$ cat src/rtl/psrch_pkg.sv
package psrch_pkg;
  typedef enum logic [3:0] {
    ST_IDLE,
    ST_REQ0,
    ST_CALC0,
    ST_REQ,
    ST_CALC,
    ST_FIN,
    ST_REQF,
    ST_CALCF,
    ST_PICK
  } srch_state_t;
endpackage

$ cat src/rtl/psrch_node_eval.sv
// Optimality function at one node: 2*(Is*cos + Ic*sin) - amp*A.
module psrch_node_eval #(
  parameter int DATA_W = 16,
  parameter int TBL_W  = 16,
  parameter int VAL_W  = DATA_W + TBL_W + 3
) (
  input  logic signed [DATA_W-1:0] is_i,
  input  logic signed [DATA_W-1:0] ic_i,
  input  logic signed [DATA_W-1:0] amp_i,
  input  logic signed [TBL_W-1:0]  sin_i,
  input  logic signed [TBL_W-1:0]  cos_i,
  input  logic signed [TBL_W-1:0]  amt_i,
  output logic signed [VAL_W-1:0]  val_o
);
  localparam int PROD_W = DATA_W + TBL_W;

  logic signed [PROD_W-1:0] p_cos, p_sin, p_amp;

  always_comb begin
    p_cos = is_i * cos_i;
    p_sin = ic_i * sin_i;
    p_amp = amp_i * amt_i;
    val_o = ((VAL_W'(p_cos) + VAL_W'(p_sin)) <<< 1) - VAL_W'(p_amp);
  end
endmodule

$ cat src/rtl/psrch_idx_sat_add.sv
// Node index adder that clips at the last node.
module psrch_idx_sat_add #(
  parameter int IDX_W = 10
) (
  input  logic [IDX_W-1:0] base_i,
  input  logic [IDX_W-1:0] inc_i,
  output logic [IDX_W-1:0] sum_o
);
  logic [IDX_W:0] wide;

  always_comb begin
    wide  = {1'b0, base_i} + {1'b0, inc_i};
    sum_o = wide[IDX_W] ? {IDX_W{1'b1}} : wide[IDX_W-1:0];
  end
endmodule

$ cat src/rtl/phase_bisect_search.sv
module phase_bisect_search
  import psrch_pkg::*;
#(
  parameter int NODE_BITS = 10,
  parameter int DATA_W    = 16,
  parameter int TBL_W     = 16
) (
  input  logic                        clk,
  input  logic                        rst_n,
  input  logic                        start_i,
  input  logic signed [DATA_W-1:0]    is_i,
  input  logic signed [DATA_W-1:0]    ic_i,
  input  logic signed [DATA_W-1:0]    amp_i,
  output logic        [NODE_BITS-1:0] tbl_addr_o,
  input  logic signed [TBL_W-1:0]     tbl_sin_i,
  input  logic signed [TBL_W-1:0]     tbl_cos_i,
  input  logic signed [TBL_W-1:0]     tbl_amp_i,
  output logic                        done_o,
  output logic        [NODE_BITS-1:0] index_o
);
  localparam int NODES = 1 << NODE_BITS;
  localparam int VAL_W = DATA_W + TBL_W + 3;
  localparam logic [NODE_BITS-1:0] HALF_SPAN = NODE_BITS'(NODES / 2);
  localparam logic [NODE_BITS-1:0] ONE_NODE  = NODE_BITS'(1);

  srch_state_t state_q;
  logic signed [DATA_W-1:0] is_q, ic_q, amp_q;
  logic [NODE_BITS-1:0] left_q, right_q, step_q, addr_q, idx_q;
  logic signed [VAL_W-1:0] vl_q, vr_q;
  logic done_q;
  logic busy;

  // Evaluator for the node just read, and the fixed start value.
  logic signed [VAL_W-1:0] v_cur, v_start;

  psrch_node_eval #(.DATA_W(DATA_W), .TBL_W(TBL_W), .VAL_W(VAL_W)) eval_node_i (
    .is_i(is_q), .ic_i(ic_q), .amp_i(amp_q),
    .sin_i(tbl_sin_i), .cos_i(tbl_cos_i), .amt_i(tbl_amp_i),
    .val_o(v_cur)
  );

  // cos = -1, sin = 0 yields -2*Is - amp*A[0].
  psrch_node_eval #(.DATA_W(DATA_W), .TBL_W(TBL_W), .VAL_W(VAL_W)) eval_start_i (
    .is_i(is_q), .ic_i(ic_q), .amp_i(amp_q),
    .sin_i('0), .cos_i({TBL_W{1'b1}}), .amt_i(tbl_amp_i),
    .val_o(v_start)
  );

  // Bracket tests and next-index arithmetic.
  logic                  brk_step, brk_end, pick_left;
  logic [NODE_BITS-1:0]  new_left, half_step, step_sum, nbr_sum;
  logic signed [VAL_W:0] abs_vl;

  always_comb begin
    brk_step  = (vl_q < 0) && (v_cur >= 0);
    brk_end   = (vl_q < 0) && (vr_q >= 0);
    new_left  = brk_step ? left_q : right_q;
    half_step = step_q >> 1;
    abs_vl    = (vl_q < 0) ? -(VAL_W+1)'(vl_q) : (VAL_W+1)'(vl_q);
    pick_left = abs_vl < (VAL_W+1)'(vr_q);
  end

  psrch_idx_sat_add #(.IDX_W(NODE_BITS)) add_step_i (
    .base_i(new_left), .inc_i(half_step), .sum_o(step_sum)
  );

  psrch_idx_sat_add #(.IDX_W(NODE_BITS)) add_nbr_i (
    .base_i(left_q), .inc_i(ONE_NODE), .sum_o(nbr_sum)
  );

  always_ff @(posedge clk) begin
    if (!rst_n) begin
      state_q <= ST_IDLE;
      is_q    <= '0;
      ic_q    <= '0;
      amp_q   <= '0;
      left_q  <= '0;
      right_q <= '0;
      step_q  <= '0;
      addr_q  <= '0;
      idx_q   <= '0;
      vl_q    <= '0;
      vr_q    <= '0;
      done_q  <= 1'b0;
    end else begin
      done_q <= 1'b0;
      unique case (state_q)
        ST_IDLE: if (start_i) begin
          is_q    <= is_i;
          ic_q    <= ic_i;
          amp_q   <= amp_i;
          left_q  <= '0;
          step_q  <= HALF_SPAN;
          right_q <= HALF_SPAN;
          addr_q  <= '0;
          state_q <= ST_REQ0;
        end
        ST_REQ0:  state_q <= ST_CALC0;
        ST_CALC0: begin
          vl_q    <= v_start;
          addr_q  <= right_q;
          state_q <= ST_REQ;
        end
        ST_REQ:   state_q <= ST_CALC;
        ST_CALC: begin
          vr_q <= v_cur;
          if (!brk_step) begin
            left_q <= right_q;
            vl_q   <= v_cur;
          end
          step_q  <= half_step;
          right_q <= step_sum;
          if (half_step == '0) begin
            state_q <= ST_FIN;
          end else begin
            addr_q  <= step_sum;
            state_q <= ST_REQ;
          end
        end
        ST_FIN: begin
          right_q <= nbr_sum;
          if (brk_end) begin
            state_q <= ST_PICK;
          end else begin
            addr_q  <= nbr_sum;
            state_q <= ST_REQF;
          end
        end
        ST_REQF:  state_q <= ST_CALCF;
        ST_CALCF: begin
          vr_q    <= v_cur;
          state_q <= ST_PICK;
        end
        ST_PICK: begin
          idx_q   <= pick_left ? left_q : right_q;
          done_q  <= 1'b1;
          state_q <= ST_IDLE;
        end
        default:  state_q <= ST_IDLE;
      endcase
    end
  end

  assign busy       = (state_q != ST_IDLE);
  assign tbl_addr_o = addr_q;
  assign done_o     = done_q;
  assign index_o    = idx_q;
endmodule

$ cat config.mk
export PLATFORM = sky130hd
export DESIGN_NAME = phase_bisect_search
export DESIGN_NICKNAME = d
export VERILOG_FILES = /design/src/rtl/psrch_pkg.sv /design/src/rtl/psrch_node_eval.sv /design/src/rtl/psrch_idx_sat_add.sv /design/src/rtl/phase_bisect_search.sv
export SDC_FILE = /design/constraint.sdc
export NUM_CORES = 2
export LEC_CHECK = 0
export BUFFER_PORTS_ARGS = -buffer_cell sky130_fd_sc_hd__buf_2
export CORE_UTILIZATION = 50
export CTS_CLUSTER_DIAMETER = 80
export DETAILED_ROUTE_END_ITERATION = 10
export HOLD_SLACK_MARGIN = 0.06
export PLACE_DENSITY = 0.77
export SETUP_SLACK_MARGIN = 0.3
export SLEW_MARGIN = 15
export SYNTH_ARGS = -nofsm -noshare
export SYNTH_HDL_FRONTEND = slang
export SYNTH_SLANG_ARGS = --single-unit
$ cat constraint.sdc
create_clock -name clk -period 37.1 [get_ports clk]
set_input_delay 7.42 -clock clk [delete_from_list [all_inputs] [get_ports clk]]
set_output_delay 7.42 -clock clk [all_outputs]
set_load 0.02 [all_outputs]
==> flow_summary.toml <==
[floorplan]
io_pins = 120
die_w_um = 291
rows = 105
initial_core_util_pct = 50.7
dieHeight_um = 291
core_area_um2 = 82400
design.die.area_um2 = 84700

[layout]
fin_nets = 5995
area_growth_pct = 5.04
fin_area_um2 = 43900
layout.cells.non_filler = 5789
layout_common_cells = "fa_1, inv_1, nand2_1"
drive_gt1_share_pct = 4.71
layout.cells.most_common = "fa_1"

[critical_path]
worst_ep_arrival_time_ps = 19970
reg2reg_setup_slack_ps = 23830
endpoint_kind = "flip-flop"
cp.required_ps = 37530
crit_path_max_incr_delay_ps = 710
crit_path_start_kind = "primary input"
crit_path_top_delay_cell = "and2_1"
crit_top_cell = "fa_1"
critPathKind = "in2reg"
r2r-start = "ic_q[15]$_SDFFE_PN0P_"
r2r_cells = 42
critPathCapture = "right_q[4]$_SDFFE_PN0P_"
critPathMaxFanout = 16
startpoint = "tbl_sin_i[0]"
r2r_end = "right_q[4]$_SDFFE_PN0P_"

[timing]
layout_min_cycle_time_ps = 19540
finalCritPeriodShare_pct = 52.7
rsz0062_at_grt = "false"
finalClockSkew_ps = 12.0
finalHoldViolCount = 0
maxSlewHeadroom_pct = 20.2
setup_viol = 0
fmax_mhz = 51.2
tightest_slew_ps = 1190
setup_tns_ps = 0
finalMaxSlewViolations = 0

[placement]
hpwl_um = 85500
place_congestion = 0.918
placed_cells = 5754
placed_cell_area_um2 = 43300
numPortBuffers = 119

[synth]
ys_seq_area_share_pct = 8.24
synth_edf_count = 0
synth_area_um2 = 41800
synthCells = 4731
synth_top_area_share_pct = 40.7
syn-num-nets = 6023
ys_async_sr_fraction_pct = 0
avgSynthCellArea_um2 = 8.83
synthFlopType = "dfxtp_1"
ys_ff_latch = 172
ys.warnings.count = 0
synth_area_leaders = "fa_1, ha_1, dfxtp_1"
yosysTopAreaCell = "fa_1"
synth_cell_types = 77

[min_path]
min_path_type = "reg2reg"

[clock_network]
root_buffer = "clkbuf_16"
cts.clk_slew.worst_paths_ps = 80
hold_buffers = 0
cts_tree = "yes"
clkLatencyLatePin_ps = 510
clock-sinks = 172
htree_num_levels = 4
cts_made_buffers = 17
clk_path_buf_depth = 2
ctsResizeCount = 0
postCtsSetupBuffers = 0

[routing]
dr_total_vias = 32500
dr.pass1.iters = 7
avgRoutedWirePerCell_um = 18.0
drtIter0Drc = 2240
via_per_inst = 5.61
routed_wl_um = 104000
antenna_left = 0
drcViolationCount = 0

[global_routing]
grt_max_degree = 72
grt_use_total_pct = 25.8
antenna_found_initial = 6
first_global_vias = 34400
grt_pass1_wl_um = 176000
grt_overflow = 0

[run_status]
status = "complete, no violations"

[flow_run]
maxCapViolations = 0
## worst max-delay path, delay by kind of cell
| kind | cells | cell delay, ps |
|---|---|---|
| simple gates | 5 | 1350 |
| compound gates | 19 | 4200 |
| fa+ha+maj | 12 | 5320 |
| mux | 2 | 920 |
| buf+inv | 5 | 700 |
## routing by layer
metal / vias up / wire (um) / GRT usage [%]
met5: - / 34 / 0
met4: 6 / 3270 / 9.10
met3: 194 / 6010 / 3.13
met2: 1055 / 52600 / 44.5
met1: 16500 / 42300 / 33.4
li1: 14800 / - / -
## cells by family after synthesis
group           after synthesis  share of synthesized area (%)
compound gates              710                           10.5
fa+ha+maj                  1193                           51.0
buf+inv                    1012                           9.10
simple gates               1437                           16.7
flops                       172                           8.24
other cells                   1                        0.00898
xor+xnor                    178                           3.73
mux                          28                          0.695
## cell usage after synthesis (all sizes together) (9+ instances only)
| cell | instances |
|---|---|
| fa | 849 |
| inv | 812 |
| nand2 | 647 |
| and2 | 372 |
| ha | 344 |
| a21oi | 264 |
| clkbuf | 190 |
| dfxtp | 172 |
| nor2 | 150 |
| o21ai | 138 |
| xnor2 | 121 |
| a21o | 89 |
| xor2 | 57 |
| nand2b | 46 |
| nand3 | 45 |
| nor3 | 36 |
| a211oi | 32 |
| a31oi | 30 |
| a22oi | 21 |
| mux2i | 20 |
| nand4 | 20 |
| and3 | 19 |
| nor2b | 19 |
| nor4 | 19 |
| o211ai | 19 |
| o31ai | 19 |
| or3 | 19 |
| o21a | 15 |
| o21bai | 15 |
| or4 | 12 |
| buf | 9 |
| or2 | 9 |
## worst min-delay path by stage
stage | from | endpoint | slack, ps | cells after the start
after floorplan | vr_q[11]$_SDFFE_PN0P_ | vr_q[11]$_SDFFE_PN0P_ | 440 | 2
after global placement | vr_q[11]$_SDFFE_PN0P_ | vr_q[11]$_SDFFE_PN0P_ | 440 | 2
after detailed placement | vr_q[11]$_SDFFE_PN0P_ | vr_q[11]$_SDFFE_PN0P_ | 450 | 2
after CTS | vr_q[11]$_SDFFE_PN0P_ | vr_q[11]$_SDFFE_PN0P_ | 460 | 2
after global routing | vr_q[21]$_SDFFE_PN0P_ | vr_q[21]$_SDFFE_PN0P_ | 470 | 2
final | vr_q[21]$_SDFFE_PN0P_ | vr_q[21]$_SDFFE_PN0P_ | 460 | 2
## state kept, by name, summed over array words and instances (netlist names)
signal,cells
is_q,16
step_q,9
right_q,10
state_q,4
tbl_addr_o,10
vr_q,35
index_o,10
vl_q,35
amp_q,16
done_o,1
left_q,10
ic_q,16
## through the flow
| step | util, % | setup slack [ps] | hold WS (ps) |
|---|---|---|---|
| 2_1_floorplan | - | 18980 | 436 |
| 3_3_place_gp | 52.5 | 17440 | 443 |
| 3_5_place_dp | 52.5 | 17270 | 447 |
| 4_1_cts | 53.3 | 17740 | 456 |
| 5_1_grt | 53.3 | 16780 | 475 |
| 6_report | 53.3 | 17560 | 456 |
## final cells by class
class | count | area, um2
well taps | 1070 | 1340
clock buffers | 18 | 439
fillers | 7296 | 38500
multi-input cells | 3547 | 34600
flip-flops and latches | 172 | 3440
clock inverters | 13 | 159
repair buffers | 152 | 843
inverters | 813 | 3050
diodes | 4 | 10.0
Power is left out: the tool's default activity adds up to more than one toggle a clock period on the data nets, which glitch-free logic cannot reach.
